File: src/rtl/lnc_pkg.sv
package lnc_pkg;

    localparam int LNC_DATA_W    = 10;
    localparam int LNC_BLK_W     = 8;
    localparam int LNC_GAIN_W    = 4;
    localparam int LNC_GAIN_FRAC = 3;

    typedef enum logic {
        PIX_INNER  = 1'b0,
        PIX_BORDER = 1'b1
    } pix_class_e;

    // first and last column of a block are treated as its border
    function automatic logic is_edge_pos(int unsigned pos, int unsigned blk_w);
        return (pos == 0) || (pos == blk_w - 1);
    endfunction

endpackage

File: src/rtl/lnc_hpf.sv
module lnc_hpf #(
    parameter int DATA_W = 10,
    parameter int HP_W   = DATA_W + 1
) (
    input  logic                   clk,
    input  logic                   rst,
    input  logic                   in_valid,
    input  logic                   in_line_start,
    input  logic [DATA_W-1:0]      in_luma,
    output logic signed [HP_W-1:0] hp
);
    localparam int D_W = DATA_W + 2;

    logic [DATA_W-1:0]     hist1_q, hist2_q;
    logic [DATA_W-1:0]     prev1, prev2;
    logic signed [D_W-1:0] xs, p1s, p2s, diff, shifted;

    // a line start sees a flat neighbourhood made of itself
    always_comb begin
        prev1   = in_line_start ? in_luma : hist1_q;
        prev2   = in_line_start ? in_luma : hist2_q;
        xs      = $signed({2'b00, in_luma});
        p1s     = $signed({2'b00, prev1});
        p2s     = $signed({2'b00, prev2});
        diff    = (xs <<< 1) - p1s - p2s;
        shifted = diff >>> 2;
        hp      = shifted[HP_W-1:0];
    end

    always_ff @(posedge clk) begin
        if (rst) begin
            hist1_q <= '0;
            hist2_q <= '0;
        end else if (in_valid) begin
            hist1_q <= in_luma;
            hist2_q <= prev1;
        end
    end

endmodule

File: src/rtl/lnc_grid.sv
module lnc_grid
    import lnc_pkg::*;
#(
    parameter int BLK_W = 8,
    parameter int OFS_W = $clog2(BLK_W)
) (
    input  logic             clk,
    input  logic             rst,
    input  logic             in_valid,
    input  logic             in_line_start,
    input  logic [OFS_W-1:0] cfg_offset,
    output pix_class_e       pix_class
);
    localparam logic [OFS_W-1:0] LAST_POS = OFS_W'(BLK_W - 1);

    logic [OFS_W-1:0] cnt_q, pos, pos_next;

    always_comb begin
        pos       = in_line_start ? cfg_offset : cnt_q;
        pos_next  = (pos == LAST_POS) ? '0 : pos + 1'b1;
        pix_class = is_edge_pos(int'(unsigned'(pos)), BLK_W) ? PIX_BORDER : PIX_INNER;
    end

    always_ff @(posedge clk) begin
        if (rst) begin
            cnt_q <= '0;
        end else if (in_valid) begin
            cnt_q <= pos_next;
        end
    end

endmodule

File: src/rtl/lnc_core.sv
module lnc_core #(
    parameter int DATA_W    = 10,
    parameter int HP_W      = DATA_W + 1,
    parameter int GAIN_W    = 4,
    parameter int GAIN_FRAC = 3
) (
    input  logic [DATA_W-1:0]      luma,
    input  logic signed [HP_W-1:0] hp,
    input  logic [GAIN_W-1:0]      gain,
    input  logic                   core_en,
    output logic [DATA_W-1:0]      result
);
    localparam int P_W = HP_W + GAIN_W + 2;
    localparam logic signed [P_W-1:0] MAXV = P_W'((1 << DATA_W) - 1);

    logic signed [P_W-1:0] gs, hs, prod, scaled, xs, diff;

    always_comb begin
        gs     = $signed({{(P_W-GAIN_W){1'b0}}, gain});
        hs     = {{(P_W-HP_W){hp[HP_W-1]}}, hp};
        xs     = $signed({{(P_W-DATA_W){1'b0}}, luma});
        prod   = gs * hs;
        scaled = prod >>> GAIN_FRAC;
        diff   = xs - scaled;
        if (!core_en) begin
            result = luma;
        end else if (diff < 0) begin
            result = '0;
        end else if (diff > MAXV) begin
            result = MAXV[DATA_W-1:0];
        end else begin
            result = diff[DATA_W-1:0];
        end
    end

endmodule

File: src/rtl/luma_block_coring.sv
module luma_block_coring
    import lnc_pkg::*;
#(
    parameter int DATA_W    = LNC_DATA_W,
    parameter int BLK_W     = LNC_BLK_W,
    parameter int GAIN_W    = LNC_GAIN_W,
    parameter int GAIN_FRAC = LNC_GAIN_FRAC,
    parameter int OFS_W     = $clog2(BLK_W)
) (
    input  logic              clk,
    input  logic              rst,
    input  logic              in_valid,
    input  logic              in_line_start,
    input  logic [DATA_W-1:0] in_luma,
    input  logic [DATA_W-1:0] cfg_threshold,
    input  logic [GAIN_W-1:0] cfg_gain_border,
    input  logic [GAIN_W-1:0] cfg_gain_inner,
    input  logic [OFS_W-1:0]  cfg_offset,
    output logic              out_valid,
    output logic [DATA_W-1:0] out_luma
);
    localparam int HP_W = DATA_W + 1;

    typedef struct packed {
        logic                   valid;
        logic [DATA_W-1:0]      luma;
        logic signed [HP_W-1:0] hp;
        logic [GAIN_W-1:0]      gain;
        logic                   core_en;
    } stage_t;

    logic signed [HP_W-1:0] hp_c;
    logic [HP_W-1:0]        mag_c;
    pix_class_e             cls_c;
    stage_t                 s1_d, s1_q;
    logic [DATA_W-1:0]      cored_c;

    lnc_hpf #(.DATA_W(DATA_W), .HP_W(HP_W)) u_hpf (
        .clk           (clk),
        .rst           (rst),
        .in_valid      (in_valid),
        .in_line_start (in_line_start),
        .in_luma       (in_luma),
        .hp            (hp_c)
    );

    lnc_grid #(.BLK_W(BLK_W), .OFS_W(OFS_W)) u_grid (
        .clk           (clk),
        .rst           (rst),
        .in_valid      (in_valid),
        .in_line_start (in_line_start),
        .cfg_offset    (cfg_offset),
        .pix_class     (cls_c)
    );

    always_comb begin
        mag_c        = hp_c[HP_W-1] ? HP_W'(-hp_c) : HP_W'(hp_c);
        s1_d.valid   = in_valid;
        s1_d.luma    = in_luma;
        s1_d.hp      = hp_c;
        s1_d.gain    = (cls_c == PIX_BORDER) ? cfg_gain_border : cfg_gain_inner;
        s1_d.core_en = mag_c < {1'b0, cfg_threshold};
    end

    always_ff @(posedge clk) begin
        if (rst) begin
            s1_q <= '0;
        end else begin
            s1_q <= s1_d;
        end
    end

    lnc_core #(
        .DATA_W    (DATA_W),
        .HP_W      (HP_W),
        .GAIN_W    (GAIN_W),
        .GAIN_FRAC (GAIN_FRAC)
    ) u_core (
        .luma    (s1_q.luma),
        .hp      (s1_q.hp),
        .gain    (s1_q.gain),
        .core_en (s1_q.core_en),
        .result  (cored_c)
    );

    always_ff @(posedge clk) begin
        if (rst) begin
            out_valid <= 1'b0;
            out_luma  <= '0;
        end else begin
            out_valid <= s1_q.valid;
            if (s1_q.valid) begin
                out_luma <= cored_c;
            end
        end
    end

endmodule

File: config.mk
export PLATFORM = sky130hd
export DESIGN_NAME = luma_block_coring
export DESIGN_NICKNAME = d
export VERILOG_FILES = /design/src/rtl/lnc_pkg.sv /design/src/rtl/lnc_hpf.sv /design/src/rtl/lnc_grid.sv /design/src/rtl/lnc_core.sv /design/src/rtl/luma_block_coring.sv
export SDC_FILE = /design/constraint.sdc
export NUM_CORES = 1
export LEC_CHECK = 0
export CORE_ASPECT_RATIO = 0.6
export CORE_MARGIN = 4
export CORE_UTILIZATION = 60
export DETAILED_ROUTE_END_ITERATION = 10
export DONT_BUFFER_PORTS = 1
export HOLD_SLACK_MARGIN = 0.02
export PLACE_DENSITY = 0.76
export RECOVER_POWER = 50
export SLEW_MARGIN = 20
export SYNTH_ARGS = -nofsm -noshare
export SYNTH_HDL_FRONTEND = slang
export SYNTH_SLANG_ARGS = --single-unit
File: constraint.sdc
create_clock -name clk -period 7.05 [get_ports clk]
set_input_delay 0.3525 -clock clk [delete_from_list [all_inputs] [get_ports clk]]
set_output_delay 0.3525 -clock clk [all_outputs]
set_load 0.05 [all_outputs]
==> results.yml <==
synthesis:
  synth_edf_count: 0
  synth_top_family_by_area: "adder cells"
  synth_top_cell_by_area: "dfxtp_1"
  synth-main-ff-cell: "dfxtp_1"
  synth_xor_area_share_pct: 5.61
  yosys_warnings: 0
  ys_seq_area_share_pct: 22.3
  synthTopCellsByCount: "79 x nor2_1, 61 x ha_1, 60 x dfxtp_1, 58 x inv_1, 37 x mux2i_1"
  syn_nets: 741
  synth_compound_area_share_pct: 16.0
  synth_cell_types: 61
  yosys.area_share.adder_pct: 25.3
  yosysTopAreaCellShare_pct: 22.3
  synth.avg_cell_area_sq_um: 8.78
  synth_most_common_cell: "nor2_1"
  async_reset_ff_share_pct: 0
  ys_ff_latch: 60
  netlist_area_sq_mm: 0.00540
  synth_simple_gate_area_share_pct: 17.9
  syn_inst: 615
  synthTopCellsByArea: "dfxtp_1 22%, ha_1 14%, fa_1 11%, mux2i_1 6.9%, nor2_1 5.5%"
  synth_mux_area_share_pct: 7.49
timing:
  slew_viol_final: 0
  period_needed_ps: 5520
  rsz0062_at_grt: "no"
  clock_skew_ps: 8.45
  setup_violations: 0
  relSlewSlack_pct: 43.6
  fmax_mhz: 181
  finalSetupTns_ps: 0
  timing.final.crit_share_pct: 78.3
  tightestPinTransition_ps: 838
  hold_viol_final: 0
die:
  io-pin-count: 46
  core-area_sq_mm: 0.00862
  start_util_pct: 62.6
  die_h_um: 81.5
  die_area_sq_mm: 0.0106
  rows: 26
  die-width_um: 130
status:
  status: "finished clean"
clock_network:
  cts_root_buffer: "clkbuf_16"
  cts_repair_resize_count: 0
  cts.sinks: 60
  cts_tree: "done"
  clockBufferDepth: 2
  cts_setup_buffers: 0
  cts_made_buffers: 9
  clkTransAtPathRegs_ps: 60
  h-tree-depth: 3
  ctsHoldBuffers: 0
  clock_latency_ps: 340
global_route:
  overflow: 0
  grt_use_total_pct: 24.1
  grt_max_degree: 63
  grt_antenna_before_repair: 0
  grt_pass1_vias: 4239
  grt_pass1_wl_um: 20200
critical_path:
  cp_slowest_cell: "nor4_1"
  r2r_start: "s1_q[3]"
  cp_common_cell: "ha_1"
  worst-path-max-fanout: 10
  cp_top_family: "adder cells"
  cp-end-kind: "register"
  criticalPathCategory: "register to register"
  start_kind: "register"
  crit_start: "s1_q[3]"
  cp.required_ps: 7230
  max_stage_delay_ps: 700
  r2r-end: "out_luma[9]"
  cp.arrival_ps: 5700
  reg2reg_slack_ps: 1530
  path_cells: "and2_1 -> ha_1 -> inv_1 -> fa_1 -> fa_1 -> inv_1 -> ha_1 -> nand4_1 -> o21ai_2 -> a21o_1 -> a21oi_1 -> xor2_1 -> ha_1 -> nand3_1 -> a21oi_1 -> nor3_1 -> nor4_1 -> a311oi_2 -> a41oi_4 -> a41oi_2"
  rr_worst_depth: 20
  cp_num_buf_inv: 2
cells_and_area:
  drive_gt1_share_pct: 6.86
  diodes: 0
  syn2layout_area_growth_pct: 6.58
  nets: 733
  num-fill-cells: 687
route:
  viasPerCell: 5.77
  drtPass1Iterations: 4
  first_iter_violations: 230
  drc: 0
  ant_nets: 0
  wl_per_cell_um: 16.2
  drt_wl_total_um: 11800
  vias: 4179
hold_path:
  hp-class: "input pin to register"
  min_from: "rst"
  hold_path_depth: 1
  min_to: "u_hpf.hist1_q[5]"
placement:
  io_buffers: 0
  dp_hpwl_um: 9160
  place.gp.congestion: 0.918
run:
  cap_violations: 0
power_and_ir_drop:
  leakagePower_nw: 2.66
  ir_drop_mv: 0.157
  total_power_mw: 1.83
  p_per_area_mw_per_mm2: 318
==> registers in the layout (all words and copies together), names as in the netlist <==
register       flops
s1_q              26
u_hpf.hist2_q     10
u_hpf.hist1_q     10
u_grid.cnt_q       3
out_luma          10
out_valid          1
==> cell type report <==
| cell class | count | area [sq um] | area share [%] |
|---|---|---|---|
| tap | 112 | 140 | 2.44 |
| inverter | 58 | 218 | 3.78 |
| clock inverter | 4 | 48.8 | 0.848 |
| clock buffer | 12 | 246 | 4.28 |
| sequential | 60 | 1200 | 20.9 |
| multi-input combinational | 478 | 3900 | 67.8 |
==> metal layers <==
layer	track usage (%)	part of all wire, %	wire length [um]	vias up
met3	6.69	6.9	810	18
li1	-	-	-	2093
met5	0	0	0	-
met1	33.3	50	5910	1959
met4	6.57	1.6	192	0
met2	37.5	41	4850	109
==> power breakdown <==
| group | switching, mW | total, mW | internal [mW] |
|---|---|---|---|
| combinational | 0.541 | 0.930 | 0.389 |
| clock | 0.155 | 0.437 | 0.282 |
| sequential | 0.0778 | 0.463 | 0.386 |
==> placed cells by master (no fill, tap or decap), types with 4 or more instances in the layout <==
master and count:
a211oi_1 10, a21o_1 5, a21oi_1 26, a31oi_1 4, a41oi_2 4, and2_1 30
clkbuf_16 9, dfxtp_1 60, fa_1 30, ha_1 61, inv_1 58, mux2i_1 37
nand2_1 35, nand2b_1 6, nand3_1 5, nand4_1 4, nor2_1 79, nor2b_1 17
nor3_1 7, o21a_1 7, o21ai_0 20, o21ai_1 7, o31ai_1 6, xnor2_1 17
xor2_1 12
==> worst max path at each step <==
| stage | slack [ps] | end | depth (start not counted) |
|---|---|---|---|
| CTS | 1580 | out_luma[9] | 20 |
| global route | 1120 | out_luma[9] | 20 |
| global placement | 1800 | out_luma[9] | 20 |
| detailed placement | 1640 | out_luma[0] | 20 |
| finish | 1530 | out_luma[9] | 20 |
| floorplan | 2130 | s1_q[0] | 19 |
==> through the flow <==
| step | utilization, % | setup slack, ps | area, sq um | hold slack (ps) | cells |
|---|---|---|---|---|---|
| after floorplan | - | 2130 | 5400 | 456 | 615 |
| after global placement | 63.3 | 1800 | 5460 | 430 | 708 |
| after detailed placement | 63.3 | 1640 | 5460 | 431 | 708 |
| after CTS | 66.7 | 1580 | 5750 | 77.2 | 724 |
| after global routing | 66.7 | 1120 | 5750 | 84.6 | 724 |
| final | 66.7 | 1530 | 5750 | 84.1 | 724 |
==> cell families after synthesis <==
| logic type | count (synthesis) |
|---|---|
| mux | 40 |
| flops | 60 |
| xor+xnor | 32 |
| buf+inv | 77 |
| simple gates | 199 |
| compound gates | 116 |
| fa+ha+maj | 91 |
Power figures use the tool's default switching activity.
